===== src/rtl/burst_pkg.sv =====
package burst_pkg;

    localparam int BEAT_W = 2;
    localparam int BEATS  = 1 << BEAT_W;

    typedef enum logic {
        ORD_LINEAR     = 1'b0,
        ORD_INTERLEAVE = 1'b1
    } order_e;

    typedef struct packed {
        logic [BEAT_W-1:0] beat;
    } beat_state_t;

endpackage


===== src/rtl/burst_beat_ctr.sv =====
module burst_beat_ctr
    import burst_pkg::*;
(
    input  logic              clk,
    input  logic              rst_n,
    input  logic              load_i,
    input  logic              step_i,
    output logic [BEAT_W-1:0] beat_o
);

    beat_state_t state_d, state_q;

    always_comb begin
        state_d = state_q;
        if (load_i) begin
            state_d.beat = '0;
        end else if (step_i) begin
            state_d.beat = state_q.beat + 1'b1;
        end
    end

    always_ff @(posedge clk or negedge rst_n) begin
        if (!rst_n) begin
            state_q <= '0;
        end else begin
            state_q <= state_d;
        end
    end

    assign beat_o = state_q.beat;

    // the counter wraps from the last beat back to zero
    assert_beat_wrap_R5: assert property (@(posedge clk) disable iff (!rst_n)
        (step_i && !load_i && beat_o == BEAT_W'(BEATS - 1)) |=> (beat_o == '0));

    // without a request the counter holds its value
    assert_beat_hold_R7: assert property (@(posedge clk) disable iff (!rst_n)
        (!step_i && !load_i) |=> $stable(beat_o));

endmodule


===== src/rtl/burst_base_reg.sv =====
module burst_base_reg
    import burst_pkg::*;
#(
    parameter int ADDR_W = 19
) (
    input  logic              clk,
    input  logic              rst_n,
    input  logic              load_i,
    input  logic [ADDR_W-1:0] addr_i,
    input  logic              ilv_i,
    output logic [ADDR_W-1:0] base_o,
    output order_e            order_o
);

    typedef struct packed {
        logic [ADDR_W-1:0] base;
        order_e            order;
    } base_state_t;

    base_state_t state_d, state_q;

    always_comb begin
        state_d = state_q;
        if (load_i) begin
            state_d.base  = addr_i;
            state_d.order = ilv_i ? ORD_INTERLEAVE : ORD_LINEAR;
        end
    end

    always_ff @(posedge clk or negedge rst_n) begin
        if (!rst_n) begin
            state_q <= '{base: '0, order: ORD_LINEAR};
        end else begin
            state_q <= state_d;
        end
    end

    assign base_o  = state_q.base;
    assign order_o = state_q.order;

    // the captured ordering changes only on a load
    assert_order_kept_R8: assert property (@(posedge clk) disable iff (!rst_n)
        !load_i |=> $stable(order_o));

endmodule


===== src/rtl/burst_order_map.sv =====
module burst_order_map
    import burst_pkg::*;
#(
    parameter int ADDR_W = 19
) (
    input  logic [ADDR_W-1:0] base_i,
    input  order_e            order_i,
    input  logic [BEAT_W-1:0] beat_i,
    output logic [ADDR_W-1:0] addr_o
);

    localparam int UPPER_W = ADDR_W - BEAT_W;

    logic [BEAT_W-1:0] start_lo;
    logic [BEAT_W-1:0] lin_lo;
    logic [BEAT_W-1:0] ilv_lo;
    logic [BEAT_W-1:0] sel_lo;

    assign start_lo = base_i[BEAT_W-1:0];
    assign lin_lo   = start_lo + beat_i;

    for (genvar b = 0; b < BEAT_W; b++) begin : g_ilv_bit
        assign ilv_lo[b] = start_lo[b] ^ beat_i[b];
    end

    always_comb begin
        case (order_i)
            ORD_INTERLEAVE: sel_lo = ilv_lo;
            default:        sel_lo = lin_lo;
        endcase
    end

    assign addr_o = {base_i[ADDR_W-1 -: UPPER_W], sel_lo};

endmodule


===== src/rtl/burst_addr_gen.sv =====
module burst_addr_gen
    import burst_pkg::*;
#(
    parameter int ADDR_W = 19
) (
    input  logic              clk,
    input  logic              rst_n,
    input  logic              stall,
    input  logic              advance,
    input  logic              order_ilv,
    input  logic [ADDR_W-1:0] ext_addr,
    output logic [ADDR_W-1:0] word_addr
);

    logic              load_req;
    logic              step_req;
    logic [BEAT_W-1:0] beat;
    logic [ADDR_W-1:0] base;
    order_e            order;

    assign load_req = !stall && !advance;
    assign step_req = !stall && advance;

    burst_beat_ctr u_beat (
        .clk    (clk),
        .rst_n  (rst_n),
        .load_i (load_req),
        .step_i (step_req),
        .beat_o (beat)
    );

    burst_base_reg #(.ADDR_W(ADDR_W)) u_base (
        .clk     (clk),
        .rst_n   (rst_n),
        .load_i  (load_req),
        .addr_i  (ext_addr),
        .ilv_i   (order_ilv),
        .base_o  (base),
        .order_o (order)
    );

    burst_order_map #(.ADDR_W(ADDR_W)) u_map (
        .base_i  (base),
        .order_i (order),
        .beat_i  (beat),
        .addr_o  (word_addr)
    );

    // a load shows the external address on the next cycle
    assert_load_addr_R2: assert property (@(posedge clk) disable iff (!rst_n)
        (!stall && !advance) |=> (word_addr == $past(ext_addr)));

    // upper bits are unchanged by an advance
    assert_upper_fixed_R6: assert property (@(posedge clk) disable iff (!rst_n)
        (!stall && advance) |=> $stable(word_addr[ADDR_W-1:BEAT_W]));

    // linear ordering steps the low bits by one
    assert_linear_step_R3: assert property (@(posedge clk) disable iff (!rst_n)
        (!stall && advance && order == ORD_LINEAR)
        |=> (word_addr[BEAT_W-1:0] == BEAT_W'($past(word_addr[BEAT_W-1:0]) + 1'b1)));

    // interleaved ordering always changes the low bits on an advance
    assert_ilv_moves_R4: assert property (@(posedge clk) disable iff (!rst_n)
        (!stall && advance && order == ORD_INTERLEAVE)
        |=> ($countones(word_addr[BEAT_W-1:0] ^ $past(word_addr[BEAT_W-1:0])) != 0));

    // a stalled edge leaves the address unchanged
    assert_stall_hold_R7: assert property (@(posedge clk) disable iff (!rst_n)
        stall |=> $stable(word_addr));

endmodule


===== config.mk =====
export PLATFORM = sky130hd
export DESIGN_NAME = burst_addr_gen
export DESIGN_NICKNAME = d
export VERILOG_FILES = /design/src/rtl/burst_pkg.sv /design/src/rtl/burst_beat_ctr.sv /design/src/rtl/burst_base_reg.sv /design/src/rtl/burst_order_map.sv /design/src/rtl/burst_addr_gen.sv
export SDC_FILE = /design/constraint.sdc
export NUM_CORES = 1
export LEC_CHECK = 0
export BUFFER_PORTS_ARGS = -buffer_cell sky130_fd_sc_hd__buf_2
export CELL_PAD_IN_SITES_DETAIL_PLACEMENT = 0
export CELL_PAD_IN_SITES_GLOBAL_PLACEMENT = 1
export CORE_MARGIN = 5
export CORE_UTILIZATION = 33
export CTS_CLUSTER_DIAMETER = 30
export CTS_CLUSTER_SIZE = 28
export DETAILED_ROUTE_END_ITERATION = 8
export PLACE_DENSITY = 0.76
export SKIP_LAST_GASP = 1
export SYNTH_ARGS = -nofsm -noshare
export SYNTH_HDL_FRONTEND = slang
export SYNTH_SLANG_ARGS = --single-unit

===== constraint.sdc =====
create_clock -name clk -period 0.8 [get_ports clk]
set_input_delay 0 -clock clk [delete_from_list [all_inputs] [get_ports clk]]
set_output_delay 0 -clock clk [all_outputs]
set_load 0.05 [all_outputs]

==> flow_metrics.tcl, run 1 <==
set metrics [dict create \
    avgRoutedWirePerCell_um 12.4 \
    die_w_um 67.2 \
    clock-root-buffer "clkbuf_4" \
    fillCellCount 264 \
    io_buffers 42 \
    mappedNetlistArea_um2 1080 \
    power_density_nw_per_um2 2250 \
    die_h_um 67.2 \
    skew_ps 0.104 \
    status "finished with violations" \
    violations "setup timing" \
    drc 0 \
    start_util_pct 34.8 \
    syn_to_final_growth_pct 61.0 \
    max_slew.worst_pin.slew_ps 473 \
    clock-sinks 22 \
    grt_max_degree 23 \
    rsz0062_at_grt "true" \
    io_pins 43 \
    ys_ff_latch 22 \
    min_period_ps 1350 \
    required_ps 800 \
    power.leakage_nw 0.837 \
    p_seq_share_pct 35.7 \
    startpoint_type "register" \
    seq_area_frac_synth_pct 50.9 \
    synth_nets 98 \
    antenna_cells 0 \
    fp.coreArea_um2 3100 \
    clk_path_buf_depth 2 \
    setup_violations 27 \
    layout_common_cells "23 x buf_2, 22 x dfrtp_1, 21 x dlygate4sd3_1, 21 x buf_6, 20 x mux2_4" \
    grt_pass1_vias 801 \
    fmax_ghz 0.740 \
    antenna_found_initial 0 \
    ys_types 11 \
    clkPwrFrac_pct 21.5 \
    crit_fanout 2 \
    syn_inst 73 \
    finish.utilization_pct 56.1 \
    cp.arrival_ps 1350 \
    final-seq-area_um2 551 \
    post-dp-hpwl_um 1390 \
    fin_hold_ws_ps 34.3 \
    dr.pass1.iters 2 \
    drive_gt1_share_pct 63.6 \
    clk-insertion-delay-late_ps 300 \
    setup_ws_ps -551 \
    detailroute.via_count 723 \
    report.final.slew_viol_count 0 \
    overflow 0 \
    final_common_cell "buf_2" \
    ant_nets 0 \
    min_path_type "in -> reg" \
    viasPerCell 4.11 \
    fp-row-count 20 \
    vdd_ir_drop_max_mv 1.69 \
    worstSetupPathType "reg -> out" \
    p_sw_share_pct 33.6 \
    post-route-period-util_pct 169 \
    cts_buffers 3 \
    grt_pass1_wl_um 3770 \
    synth_area_per_cell_um2 14.8 \
    crit_path_end_kind "output pin" \
    drtIter0Drc 8 \
    switchingPower_mw 1.32 \
    place.gp.congestion 0.661 \
    nNetsFinal 158 \
    multi_input_area_um2 433 \
    hold_violations 0 \
    pwr-share-comb_pct 42.8 \
    grt_usage_pct 11.1 \
    yosys_warnings 0 \
    p_int_mw 2.60 \
    max_cap_viol_count 0 \
    cts_tree "built" \
    dieArea_um2 4520 \
    relSlewSlack_pct 68.4 \
    clkTransAtPathRegs_ps 120 \
    wirelength_um 2180 \
    h-tree-depth 1 \
]
-- worst max-delay path, cell delays in order, from the launching register on --
cell and delay [ps]:
dfrtp_1 440, ha_4 170, nor2b_4 130, xnor2_4 140
buf_6 180
-- kinds of logic (layout without fill, tap and decap cells) --
group	count (synthesis)	count (layout)	share of synthesized area, %
buf+inv	19	78	13.9
xor+xnor	2	2	1.62
flops	22	22	50.9
compound gates	3	3	1.39
fa+ha+maj	1	1	1.16
simple gates	6	6	3.24
mux	20	20	27.8
-- state kept, by name, indices dropped and copies added (netlist names) --
signal / flops
u_base.order_o: 1
u_base.base_o: 19
u_beat.beat_o: 2
-- what timing repair did --
action,in CTS,in global routing
hold buffers,21,0
buffers inserted,7,0
pin swaps,1,2
resized for setup,43,7
hold endpoints to repair,42,0
setup endpoints to repair,22,34
-- cells in the mapped netlist --
cell / instances / area [um2]
buf_4: 17 / 128
nand2_1: 1 / 3.75
mux2_4: 20 / 300
dfrtp_1: 22 / 551
nor2_2: 1 / 6.26
buf_6: 2 / 22.5
nor2b_1: 2 / 12.5
ha_1: 1 / 12.5
o21ai_0: 3 / 15.0
xnor2_1: 2 / 17.5
nand2b_1: 2 / 12.5
-- stage by stage --
stage	worst slack (ps)	cell area, um2	cells	setup TNS [ps]	total power [mW]
2_1_floorplan	-253	1110	73	-330	2.54
3_3_place_gp	-274	1270	145	-2570	2.65
3_5_place_dp	-305	1270	145	-2800	2.67
4_1_cts	-562	1720	177	-3400	3.94
5_1_grt	-641	1740	176	-4260	4.12
6_report	-551	1740	176	-2920	3.92
-- power groups by stage --
stage               Combinational [mW]  Sequential (mW)  Clock [mW]
finish                            1.68             1.40       0.842
detailed placement                1.28             1.39           0
global placement                  1.27             1.38           0
CTS                               1.66             1.39       0.887
floorplan                         1.17             1.37           0
global route                      1.76             1.43       0.935
-- metal layers --
| metal | wire length (um) | vias up | global-route usage [%] |
|---|---|---|---|
| met5 | 0 | - | 0 |
| met4 | 8 | 0 | 1.52 |
| met3 | 162 | 2 | 3.83 |
| met2 | 1170 | 27 | 20.5 |
| met1 | 839 | 350 | 12.4 |
| li1 | - | 344 | - |
-- worst paths after layout --
kind                                              start                           end  slack [ps]  cells after the start
min                                               stall  u_beat.beat_o[0]$_DFFE_PN0P_          30                      4
max in group asynchronous                         rst_n  u_beat.beat_o[1]$_DFFE_PN0P_         310                      2
max reg2reg                u_beat.beat_o[0]$_DFFE_PN0P_  u_beat.beat_o[1]$_DFFE_PN0P_        -130                      4
min reg2reg                u_base.base_o[2]$_DFFE_PN0P_  u_base.base_o[2]$_DFFE_PN0P_         550                      1
min in group asynchronous                         rst_n  u_base.base_o[8]$_DFFE_PN0P_         170                      2
max                        u_beat.beat_o[0]$_DFFE_PN0P_                  word_addr[1]        -550                      4
-- layout make-up --
type                            count  share of cell area, %
Clock inverter                      1                   1.73
Tap cell                           44                   3.16
Timing Repair Buffer               74                   37.3
Multi-Input combinational cell     32                   24.9
Sequential cell                    22                   31.6
Clock buffer                        3                   1.29
Power figures use the tool's default switching activity.
==> run 2, diff against run 1 <==
--- a/config.mk
+++ b/config.mk
@@ -13,7 +13,9 @@
 export CTS_CLUSTER_DIAMETER = 30
 export CTS_CLUSTER_SIZE = 28
 export DETAILED_ROUTE_END_ITERATION = 8
+export HOLD_SLACK_MARGIN = 0.15
 export PLACE_DENSITY = 0.76
+export RECOVER_POWER = 25
 export SKIP_LAST_GASP = 1
 export SYNTH_ARGS = -nofsm -noshare
 export SYNTH_HDL_FRONTEND = slang
==> run 2 against run 1 <==
Against the previous run: the flow still finishes with violations (setup timing); register-to-register slack is essentially flat; die area is the same; non-clock buffer count grew 2; critical path type unchanged.
==> flow_metrics.tcl, run 2 (synthesis results as in run 1) <==
set metrics [dict create \
    syn_to_final_growth_pct 63.5 \
    crit_path_end_kind "output pin" \
    violations "setup timing" \
    largest_register_ffs 19 \
    finish.utilization_pct 57.0 \
    rsz0062_at_grt "true" \
    slowest_stage "dfrtp_1" \
    fin_hold_ws_ps 185 \
    timing.critical_path.buf_inv 1 \
    power.leakage_nw 0.852 \
    worstSetupPathType "reg -> out" \
    dieArea_um2 4520 \
    wirelength_um 2220 \
    layout_common_cells "23 x dlygate4sd3_1, 22 x buf_2, 22 x dfrtp_1" \
    clock-sinks 22 \
    power_mw 3.93 \
    min_period_ps 1350 \
    power_density_nw_per_um2 2220 \
    antenna_cells 0 \
    clk_path_buf_depth 2 \
    max_slew.worst_pin.slew_ps 528 \
    setup_violations 28 \
    max_stage_delay_ps 440 \
    drtIter0Drc 7 \
    io_buffers 42 \
    detailroute.via_count 733 \
    nNetsFinal 160 \
    post-route-period-util_pct 169 \
    skew_ps 0.104 \
    overflow 0 \
    io_pins 43 \
    die_h_um 67.2 \
    antenna_found_initial 0 \
    min_path_type "in -> async" \
    fmax_ghz 0.740 \
    status "finished with violations" \
    report.final.slew_viol_count 0 \
    cp_top_family "flip-flops" \
    hold_violations 0 \
    max_cap_viol_count 0 \
    clock-root-buffer "clkbuf_4" \
    fillCellCount 266 \
    post-dp-hpwl_um 1390 \
    fp.coreArea_um2 3100 \
    place.gp.congestion 0.661 \
    clkTransAtPathRegs_ps 130 \
    grt_max_degree 23 \
    grt_pass1_wl_um 3800 \
    required_ps 800 \
    ant_nets 0 \
    start_util_pct 34.8 \
    crit_chain "ha_4 > nor2b_4 > xnor2_4 > buf_6" \
    final_common_cell "dlygate4sd3_1" \
    drive_gt1_share_pct 63.4 \
    fp-row-count 20 \
    grt_pass1_vias 811 \
    relSlewSlack_pct 64.8 \
    clk-insertion-delay-late_ps 300 \
    setup_ws_ps -551 \
    avgRoutedWirePerCell_um 12.4 \
    die_w_um 67.2 \
    cts_tree "built" \
    h-tree-depth 1 \
    cts_buffers 3 \
    crit_fanout 2 \
    viasPerCell 4.12 \
    startpoint_type "register" \
    drc 0 \
    grt_usage_pct 11.2 \
    dr.pass1.iters 2 \
    cp.arrival_ps 1350 \
    setup_tns_ps -3020 \
    vdd_ir_drop_max_mv 1.69 \
]
-- run 2: changes by cell type in the layout (fill, tap and decap cells not counted), sizes merged --
cell	before	now
dlygate4sd3	21	23
buf	53	52
clkbuf	3	4
-- run 2: final timing paths --
kind / from / end / slack (ps) / depth (start not counted)
worst max-delay path: u_beat.beat_o[0]$_DFFE_PN0P_ / word_addr[1] / -550 / 4
worst max register to register: u_beat.beat_o[0]$_DFFE_PN0P_ / u_beat.beat_o[1]$_DFFE_PN0P_ / -130 / 4
worst min-delay path: rst_n / u_base.base_o[8]$_DFFE_PN0P_ / 190 / 2
worst min register to register: u_base.base_o[2]$_DFFE_PN0P_ / u_base.base_o[2]$_DFFE_PN0P_ / 550 / 1
max in group asynchronous: rst_n / u_beat.beat_o[1]$_DFFE_PN0P_ / 260 / 2
min in group clk: advance / u_beat.beat_o[1]$_DFFE_PN0P_ / 190 / 5
-- run 2: per-stage QoR --
step / instance area, um2 / cells / setup slack [ps]
after floorplan: 1110 / 73 / -253
after global placement: 1270 / 145 / -274
after detailed placement: 1270 / 145 / -305
after CTS: 1740 / 179 / -562
after global routing: 1770 / 178 / -641
final: 1770 / 178 / -551
-- run 2: layout make-up --
cell class / instances / area (um2) / share of cell area [%]
multi-input cells: 32 / 440 / 24.9
clock inverters: 1 / 30.0 / 1.70
repair buffers: 76 / 669 / 37.9
well taps: 44 / 55.1 / 3.11
flip-flops and latches: 22 / 551 / 31.1
clock buffers: 3 / 22.5 / 1.27
-- run 2: power by group --
part / leakage [nW] / internal, mW / switching, mW
clock network: 0.0279 / 0.506 / 0.336
logic: 0.563 / 0.832 / 0.858
registers: 0.261 / 1.27 / 0.127
total: 0.852 / 2.61 / 1.32
-- run 2: repair_timing --
action | 4_1_cts | 5_1_grt
endpoints found under the hold margin | 44 | 2
resized for setup | 43 | 8
endpoints found under the setup margin | 22 | 34
hold buffers | 23 | 1
setup buffers | 7 | 0
pin swaps | 1 | 2
-- run 2: layer usage --
metal  GRT usage (%)  share of wire [%]  wire (um)
met5               0                  0          0
met4            1.52               0.36          8
met3            3.83                7.3        162
met2            20.9                 54       1200
met1            12.4                 38        845
